**src/rtl/opd_pkg.sv**
```systemverilog
package opd_pkg;
  localparam int unsigned BYTE_W = 8;
  localparam int unsigned NIB_W  = 4;

  typedef enum logic [NIB_W-1:0] {
    FN_BRANCH   = 4'h0,
    FN_WSPTR    = 4'h1,
    FN_PFX_POS  = 4'h2,
    FN_RDIND    = 4'h3,
    FN_CONST    = 4'h4,
    FN_INDPTR   = 4'h5,
    FN_PFX_NEG  = 4'h6,
    FN_RDWS     = 4'h7,
    FN_ADDK     = 4'h8,
    FN_SUBR     = 4'h9,
    FN_CBRANCH  = 4'hA,
    FN_WSMOVE   = 4'hB,
    FN_CMPK     = 4'hC,
    FN_WRWS     = 4'hD,
    FN_WRIND    = 4'hE,
    FN_OPERATE  = 4'hF
  } func_e;
endpackage

```
**src/rtl/opd_accum.sv**
```systemverilog
module opd_accum
  import opd_pkg::*;
#(
  parameter int unsigned OPW = 32
) (
  input  logic             clk,
  input  logic             rst_n,
  input  logic             take,
  input  logic             flush,
  input  logic [BYTE_W-1:0] byte_i,
  output logic             prefix_o,
  output logic [OPW-1:0]   operand_o
);
  localparam int unsigned PADW = OPW - NIB_W;

  logic [OPW-1:0] oreg_q, oreg_d, merged;
  logic [NIB_W-1:0] nib;
  func_e fn;
  logic is_pos, is_neg, ld_en;

  always_comb begin
    fn     = func_e'(byte_i[BYTE_W-1:NIB_W]);
    nib    = byte_i[NIB_W-1:0];
    is_pos = (fn == FN_PFX_POS);
    is_neg = (fn == FN_PFX_NEG);
    merged = oreg_q | {{PADW{1'b0}}, nib};
  end

  assign prefix_o  = is_pos | is_neg;
  assign operand_o = merged;
  assign ld_en     = flush | take;

  always_comb begin
    oreg_d = oreg_q;
    if (flush)       oreg_d = '0;
    else if (is_pos) oreg_d = merged << NIB_W;
    else if (is_neg) oreg_d = (~merged) << NIB_W;
    else             oreg_d = '0;
  end

  always_ff @(posedge clk or negedge rst_n) begin
    if (!rst_n)     oreg_q <= '0;
    else if (ld_en) oreg_q <= oreg_d;
  end

  // register is cleared once a completing byte is accepted
  a_r4_clear_after_emit: assert property (@(posedge clk) disable iff (!rst_n)
    (take && !prefix_o && !flush) |=> (oreg_q == '0));
  // a prefix always leaves an empty low nibble for the next byte
  a_r2_low_nibble_free: assert property (@(posedge clk) disable iff (!rst_n)
    (take && prefix_o && !flush) |=> (oreg_q[NIB_W-1:0] == '0));
  // the register is frozen while nothing is taken and no flush occurs
  a_r7_oreg_frozen: assert property (@(posedge clk) disable iff (!rst_n)
    (!take && !flush) |=> $stable(oreg_q));
endmodule

```
**src/rtl/opd_outreg.sv**
```systemverilog
module opd_outreg
  import opd_pkg::*;
#(
  parameter int unsigned OPW = 32
) (
  input  logic             clk,
  input  logic             rst_n,
  input  logic             load,
  input  logic             flush,
  input  logic             out_ready,
  input  logic [NIB_W-1:0] func_i,
  input  logic [OPW-1:0]   operand_i,
  output logic             valid_o,
  output logic [NIB_W-1:0] func_o,
  output logic [OPW-1:0]   operand_o,
  output logic             is_op_o,
  output logic [NIB_W-1:0] op_code_o,
  output logic             op_ext_o
);
  logic valid_q, valid_d;
  logic [NIB_W-1:0] func_q;
  logic [OPW-1:0] opnd_q;

  always_comb begin
    valid_d = valid_q;
    if (flush)          valid_d = 1'b0;
    else if (load)      valid_d = 1'b1;
    else if (out_ready) valid_d = 1'b0;
  end

  always_ff @(posedge clk or negedge rst_n) begin
    if (!rst_n) valid_q <= 1'b0;
    else        valid_q <= valid_d;
  end

  always_ff @(posedge clk or negedge rst_n) begin
    if (!rst_n) begin
      func_q <= '0;
      opnd_q <= '0;
    end else if (load && !flush) begin
      func_q <= func_i;
      opnd_q <= operand_i;
    end
  end

  assign valid_o   = valid_q;
  assign func_o    = func_q;
  assign operand_o = opnd_q;
  assign is_op_o   = (func_e'(func_q) == FN_OPERATE);
  assign op_code_o = opnd_q[NIB_W-1:0];
  assign op_ext_o  = |opnd_q[OPW-1:NIB_W];

  // a blocked record holds still
  a_r7_hold_stable: assert property (@(posedge clk) disable iff (!rst_n)
    (valid_q && !out_ready && !flush) |=>
      (valid_q && $stable(opnd_q) && $stable(func_q)));
  // flush empties the output register
  a_r8_flush_drops: assert property (@(posedge clk) disable iff (!rst_n)
    flush |=> !valid_q);
endmodule

```
**src/rtl/opnd_decoder.sv**
```systemverilog
module opnd_decoder
  import opd_pkg::*;
#(
  parameter int unsigned OPW = 32
) (
  input  logic        clk,
  input  logic        rst_n,
  input  logic        flush,
  input  logic        in_valid,
  input  logic [7:0]  in_byte,
  output logic        in_ready,
  output logic        out_valid,
  input  logic        out_ready,
  output logic [3:0]  out_func,
  output logic [31:0] out_operand,
  output logic        out_is_op,
  output logic [3:0]  out_op_code,
  output logic        out_op_ext
);
  logic [1:0] rst_sync_q;
  logic rst_sn;
  logic take, is_prefix;
  logic [OPW-1:0] cur_operand, rec_operand;

  always_ff @(posedge clk or negedge rst_n) begin
    if (!rst_n) rst_sync_q <= 2'b00;
    else        rst_sync_q <= {rst_sync_q[0], 1'b1};
  end
  assign rst_sn = rst_sync_q[1];

  assign in_ready = !flush && (!out_valid || out_ready);
  assign take     = in_valid && in_ready;

  opd_accum #(.OPW(OPW)) u_accum (
    .clk(clk), .rst_n(rst_sn), .take(take), .flush(flush),
    .byte_i(in_byte), .prefix_o(is_prefix), .operand_o(cur_operand)
  );

  opd_outreg #(.OPW(OPW)) u_out (
    .clk(clk), .rst_n(rst_sn), .load(take && !is_prefix), .flush(flush),
    .out_ready(out_ready), .func_i(in_byte[BYTE_W-1:NIB_W]),
    .operand_i(cur_operand), .valid_o(out_valid), .func_o(out_func),
    .operand_o(rec_operand), .is_op_o(out_is_op), .op_code_o(out_op_code),
    .op_ext_o(out_op_ext)
  );

  assign out_operand = rec_operand[31:0];

  // no byte is taken while the output is blocked
  a_r7_no_take_stalled: assert property (@(posedge clk) disable iff (!rst_sn)
    (out_valid && !out_ready) |-> !in_ready);
  // a completing byte yields a record on the next cycle
  a_r10_record_follows: assert property (@(posedge clk) disable iff (!rst_sn)
    (take && !is_prefix) |=> out_valid);
endmodule

```
**config.mk**
```make
export PLATFORM = sky130hd
export DESIGN_NAME = opnd_decoder
export DESIGN_NICKNAME = d
export VERILOG_FILES = /design/src/rtl/opd_pkg.sv /design/src/rtl/opd_accum.sv /design/src/rtl/opd_outreg.sv /design/src/rtl/opnd_decoder.sv
export SDC_FILE = /design/constraint.sdc
export NUM_CORES = 1
export LEC_CHECK = 0
export BUFFER_PORTS_ARGS = -buffer_cell sky130_fd_sc_hd__buf_2
export CORE_UTILIZATION = 53
export DETAILED_ROUTE_END_ITERATION = 8
export GPL_TIMING_DRIVEN = 0
export PLACE_DENSITY = 0.85
export SYNTH_ARGS = -nofsm -noshare
export SYNTH_HDL_FRONTEND = slang
export SYNTH_HIERARCHICAL = 1
export SYNTH_SLANG_ARGS = --single-unit
```
**constraint.sdc**
```tcl
create_clock -name clk -period 2.42 [get_ports clk]
set_clock_uncertainty 0.15 [all_clocks]
set_input_delay 0.484 -clock clk [delete_from_list [all_inputs] [get_ports clk]]
set_output_delay 0.484 -clock clk [all_outputs]
set_load 0.05 [all_outputs]
```
# Yosys cells after proc, flatten, opt, wreduce, memory -nomap -nowiden
# Index checks and enable logic that the tools add are counted.
[op_classes]
eq_ne = 3
reduce_logical = 10
muxes = 6
bitwise = 4
[op_table]
columns = ["operator", "count"]
rows = [
  ["$mux W32", 3],
  ["$or A32 B4 Y32", 1],
  ["$not A28 Y28", 1],
  ["$reduce_or A28 Y1", 1],
  ["$eq A4 B2 Y1 const B", 1],
  ["$eq A4 B3 Y1 const B", 1],
  ["$eq A4 B4 Y1 const B", 1],
  ["$logic_and A1 B1 Y1", 4],
  ["$logic_not A1 Y1", 3],
  ["$mux W1", 3],
  ["$reduce_bool A3 Y1", 1],
  ["$or A1 B1 Y1", 2],
  ["$logic_or A1 B1 Y1", 1],
]
[totals]
output_inout_bits = 44
register_bits = 71

# Depth between registers and ports, before layout
[logic_depth]
word_depth = 7
ltp_mapped = 7
mapped_depth_nobuf = 4

# Cells and area by module
# The synthesis kept the hierarchy.
[by_module_without_submodules]
columns = ["mod", "area_each_um2", "cells_per_inst", "seq_area_each_um2", "instances"]
rows = [
  ["opd_outreg", 1647.8, 95, 925.9, 1],
  ["opd_accum", 1388.8, 102, 700.7, 1],
  ["opnd_decoder", 93.8, 7, 50.0, 1],
]

# Worst setup path after synthesis
# No wires, ideal clock.
[synth_timing]
path_kind = "reg-to-output"
startpoint = "register u_out.opnd_q[10], in the netlist u_out/operand_o[10]"
endpoint = "output port out_op_ext"
t_arrival_ns = 1.515
path_slack_ns = 0.271
path_buffers = 0
path_stages_with_launch = 4
cell_sequence = "dfrtp_1 > nor4_1 > and4_1 > nand4_1"
[synth_between]
elab_chain_cells = 1
[synth_lines]
columns = ["element", "line", "rtl"]
rows = [
  ["start: declaration", "opd_outreg.sv:22", "logic [OPW-1:0] opnd_q;"],
  ["start signal: assignment", "opd_outreg.sv:42", "opnd_q <= operand_i;"],
  ["$reduce_or A28 Y1", "opd_outreg.sv:51", "assign op_ext_o = |opnd_q[OPW-1:NIB_W];"],
  ["end: declaration", "opnd_decoder.sv:18", "output logic out_op_ext"],
]
# Every way passes these cells.

# Worst setup path after layout
[layout_timing]
startpoint = "register u_out.opnd_q[7], in the netlist u_out/operand_o[7]"
endpoint = "output port out_op_ext"
# The elaborated chain is that of the path after synthesis.

==> reports/summary.txt <==
SYNTH
-----------------------------------------------------------------------------------
Cell taking the most area after synthesis                                   dfrtp_1
Synth Area in Compound Gates                                                 0.0911
Register area share after synthesis                                           0.536
Main flop type after synthesis                                              dfrtp_1
Yosys warns                                                                       6
Syn Nets                                                                        217
Adder-cell share of the synthesized area                                          0
Most numerous cell types in the synthesized netlist                    dfrtp_1, mux2_4, a32o_1, xor2_1, buf_4
Top post-synthesis cells by area                                       dfrtp_1, mux2_4, a32o_1
Portion of synthesized cell area occupied by the leading cell type            0.536
Simple-gate share of the synthesized area                                    0.0480
Mean area per synthesized cell                                            15.3 um^2
Post-synthesis xor/xnor area fraction                                        0.0783
Post-synthesis mux area share                                                 0.165
Dominant combinational cell family by area after synthesis             multiplexers
Number of synthesized flops with an enable pin                                    0
Post-Syn Area                                                          0.00313 mm^2
Yosys reg bits                                                                   67
Most numerous cell in the Yosys netlist                                     dfrtp_1
Number of distinct library cells after synthesis                                 22
Post-synthesis cell count                                                       204
Async SR Flop Fraction                                                         1.00

CELLS AND AREA
-----------------------------------------------------------------------------------
Inserted Diodes                                                                   0
Post-route standard cell area excluding fillers                        0.00380 mm^2
Count of fill cells added during filler insertion                               431
Count of placed standard cells in the final layout, fillers left out            350
Core utilization of the finished layout                                       0.677
Fraction of layout cells with a size suffix above 1                           0.504
Layout area overhead                                                          21.3%
Register cell area after layout                                        0.00168 mm^2
Number of nets in the final layout                                              286
Area of combinational cells with multiple inputs                       0.00122 mm^2

POWER
-----------------------------------------------------------------------------------
Total power divided by cell area                                        751 mW/mm^2
Total power                                                                 2.85 mW
Maximum vdd drop                                                             524 uV
Leak Pwr                                                                    1.94 nW

DIE
-----------------------------------------------------------------------------------
Total number of placement rows                                                   27
Die W                                                                       78.9 um
Die area                                                               0.00622 mm^2
Starting utilization of the core area                                         0.558
Die height                                                                  78.9 um
I/O pins                                                                         57
Core region area                                                       0.00561 mm^2

TIMING
-----------------------------------------------------------------------------------
Post-route clock period utilization                                           0.963
# setup viols final                                                               0
Worst slew margin                                                             0.540
Max Clock Freq                                                              429 MHz
Transition time at the pin with the least slew margin                      0.689 ns
Total count of max-transition violations in the final report                      0
Post-route minimum period                                                   2.33 ns
Count of final hold-check violations                                              0

ROUTING
-----------------------------------------------------------------------------------
Average wire length per cell after detail routing                           17.5 um
Iteration-0 DRC count of the detailed router                                    116
Detail-routed via count per cell                                               5.53
Total number of vias                                                           1937
Count of nets left with antenna violations after detail routing                   0
DRC Markers                                                                       0
Number of optimization iterations in the first detailed-route pass                4
Wire length after detailed routing                                          6120 um

MIN PATH
-----------------------------------------------------------------------------------
Kind of path behind the tightest hold check                               reg2async

CTS
-----------------------------------------------------------------------------------
Maximum root-to-sink buffer count                                                 2
# H-tree levels                                                                   3
Number of sinks driven by the clock tree                                         67
Number of buffers added by the clock tree synthesis step                          9
Clock transition at path regs                                               0.07 ns
TritonCTS clock tree                                                            yes
Clk_lat worst skew                                                          0.34 ns
Setup Buffers After CTS                                                           0
Master cell of the clock root buffer                                       clkbuf_8

GLOBAL ROUTE
-----------------------------------------------------------------------------------
Maximum number of pins on one net before global-route repair                     36
Global-route wire length before repair                                      9850 um
Sum of overflow across all layers after global routing                            0
Number of antenna violations at the first check in global routing                 0
Overall track demand over capacity in global routing                          0.216
Vias in the first global route                                                 1956

PLACEMENT
-----------------------------------------------------------------------------------
Number of placed cells counting well taps                                       333
Detail Placement HPWL                                                       4230 um
Routability cong.                                                             0.744
Port buffer count                                                                56
Cell area after placement                                              0.00352 mm^2

SETUP PATH
-----------------------------------------------------------------------------------
Delay of the slowest critical-path stage                                    0.40 ns
Critical Path Source Type                                                 flip-flop
Cell with the largest stage delay on the worst path                         dfrtp_1
Max FO, Critical Path                                                             3
Crit path capture type                                                   output pin
Arrival time at the worst endpoint                                          1.70 ns
Critical path required time                                                 1.79 ns
Cell Chain, Critical Path                                              nor4_2 -> and4_1 -> nand4_1 -> buf_4
WS Path Type                                                                reg2out

JOB
-----------------------------------------------------------------------------------
Number of max-capacitance violations reported                                     0

RUN STATUS
-----------------------------------------------------------------------------------
Result of the run                                                      finished clean

==> registers in the layout (all words and copies together) (netlist names) <==
register,flops
u_accum/oreg_q,28
u_out/valid_o,1
u_out/operand_o,32
rst_sync_q,2
u_out/func_o,4
==> placed cells by master (no fill, tap or decap), types with 3 or more instances in the layout <==
cell,instances
buf_2,58
mux2_4,30
xor2_1,28
dfrtp_1,66
mux2_2,6
clkbuf_8,9
buf_4,13
a32o_1,28
buf_12,7
nor4_1,5
bufinv_16,3
==> power breakdown <==
| group | switching [mW] | leakage, nW | internal [mW] | total [mW] |
|---|---|---|---|---|
| clock | 0.422 | 0.119 | 0.682 | 1.10 |
| combinational | 0.352 | 0.915 | 0.185 | 0.537 |
| sequential | 0.0464 | 0.911 | 1.16 | 1.21 |
| total | 0.821 | 1.94 | 2.03 | 2.85 |
==> per-stage QoR <==
stage,setup WS (ns),setup TNS (ns),hold slack (ns)
after floorplan,0.266,0,0.0384
after global placement,-0.400,-25.78,0.119
after detailed placement,0.00752,0,0.126
after CTS,0.0529,0,0.190
after global routing,-0.00539,-0.00539,0.241
final,0.0907,0,0.162
==> worst paths after layout <==
check / start / endpoint / slack, ns / cells after the start
min in group clk: rst_sync_q[0]$_DFF_PN0_ / rst_sync_q[1]$_DFF_PN0_ / 0.23 / 0
max in group asynchronous: rst_sync_q[1]$_DFF_PN0_ / u_accum/oreg_q[22]$_DFFE_PN0P_ / 1.33 / 1
setup / recovery: u_out/operand_o[7]$_DFFE_PN0P_ / out_op_ext / 0.09 / 4
setup reg to reg: u_out/valid_o$_DFFE_PN0P_ / u_out/operand_o[21]$_DFFE_PN0P_ / 0.49 / 6
hold / removal: rst_sync_q[1]$_DFF_PN0_ / u_out/operand_o[3]$_DFFE_PN0P_ / 0.16 / 0
hold reg to reg: rst_sync_q[1]$_DFF_PN0_ / u_out/operand_o[3]$_DFFE_PN0P_ / 0.16 / 0
==> repair_timing <==
action	CTS	global route
gates resized for setup	1	4
endpoints found under the setup margin	1	1
pin swaps	0	1
hold buffers	1	0
hold endpoints to repair	2	0
==> logic make-up (layout without fill, tap and decap cells) <==
family / count (synthesis) / after routing
flops: 67 / 67
mux: 36 / 36
compound gates: 29 / 29
xor+xnor: 28 / 28
buf+inv: 24 / 98
simple gates: 19 / 19
other cells: 1 / 1
==> metal layers <==
layer | track usage | wire length (um) | part of all wire | vias to the layer above
met3 | 0.0540 | 292 | 0.048 | 12
met5 | 0 | 0 | 0 | -
li1 | - | - | - | 881
met2 | 0.327 | 3080 | 0.50 | 61
met1 | 0.283 | 2620 | 0.43 | 983
met4 | 0.120 | 121 | 0.020 | 0
==> area by class of cell <==
class,count,share of cell area
clock inverter,7,0.0307
clock buffer,9,0.0326
sequential,67,0.442
timing repair buffer,58,0.0824
multi-input combinational,113,0.322
tap,72,0.0237
inverter,1,0.000989
buffer,23,0.0653
==> worst max-delay path: cells and delay by family (launching register included) <==
family,cells,cell delay [ns]
flops,1,0.40
simple gates,3,0.73
buf+inv,1,0.22
Power figures use the tool's default switching activity.
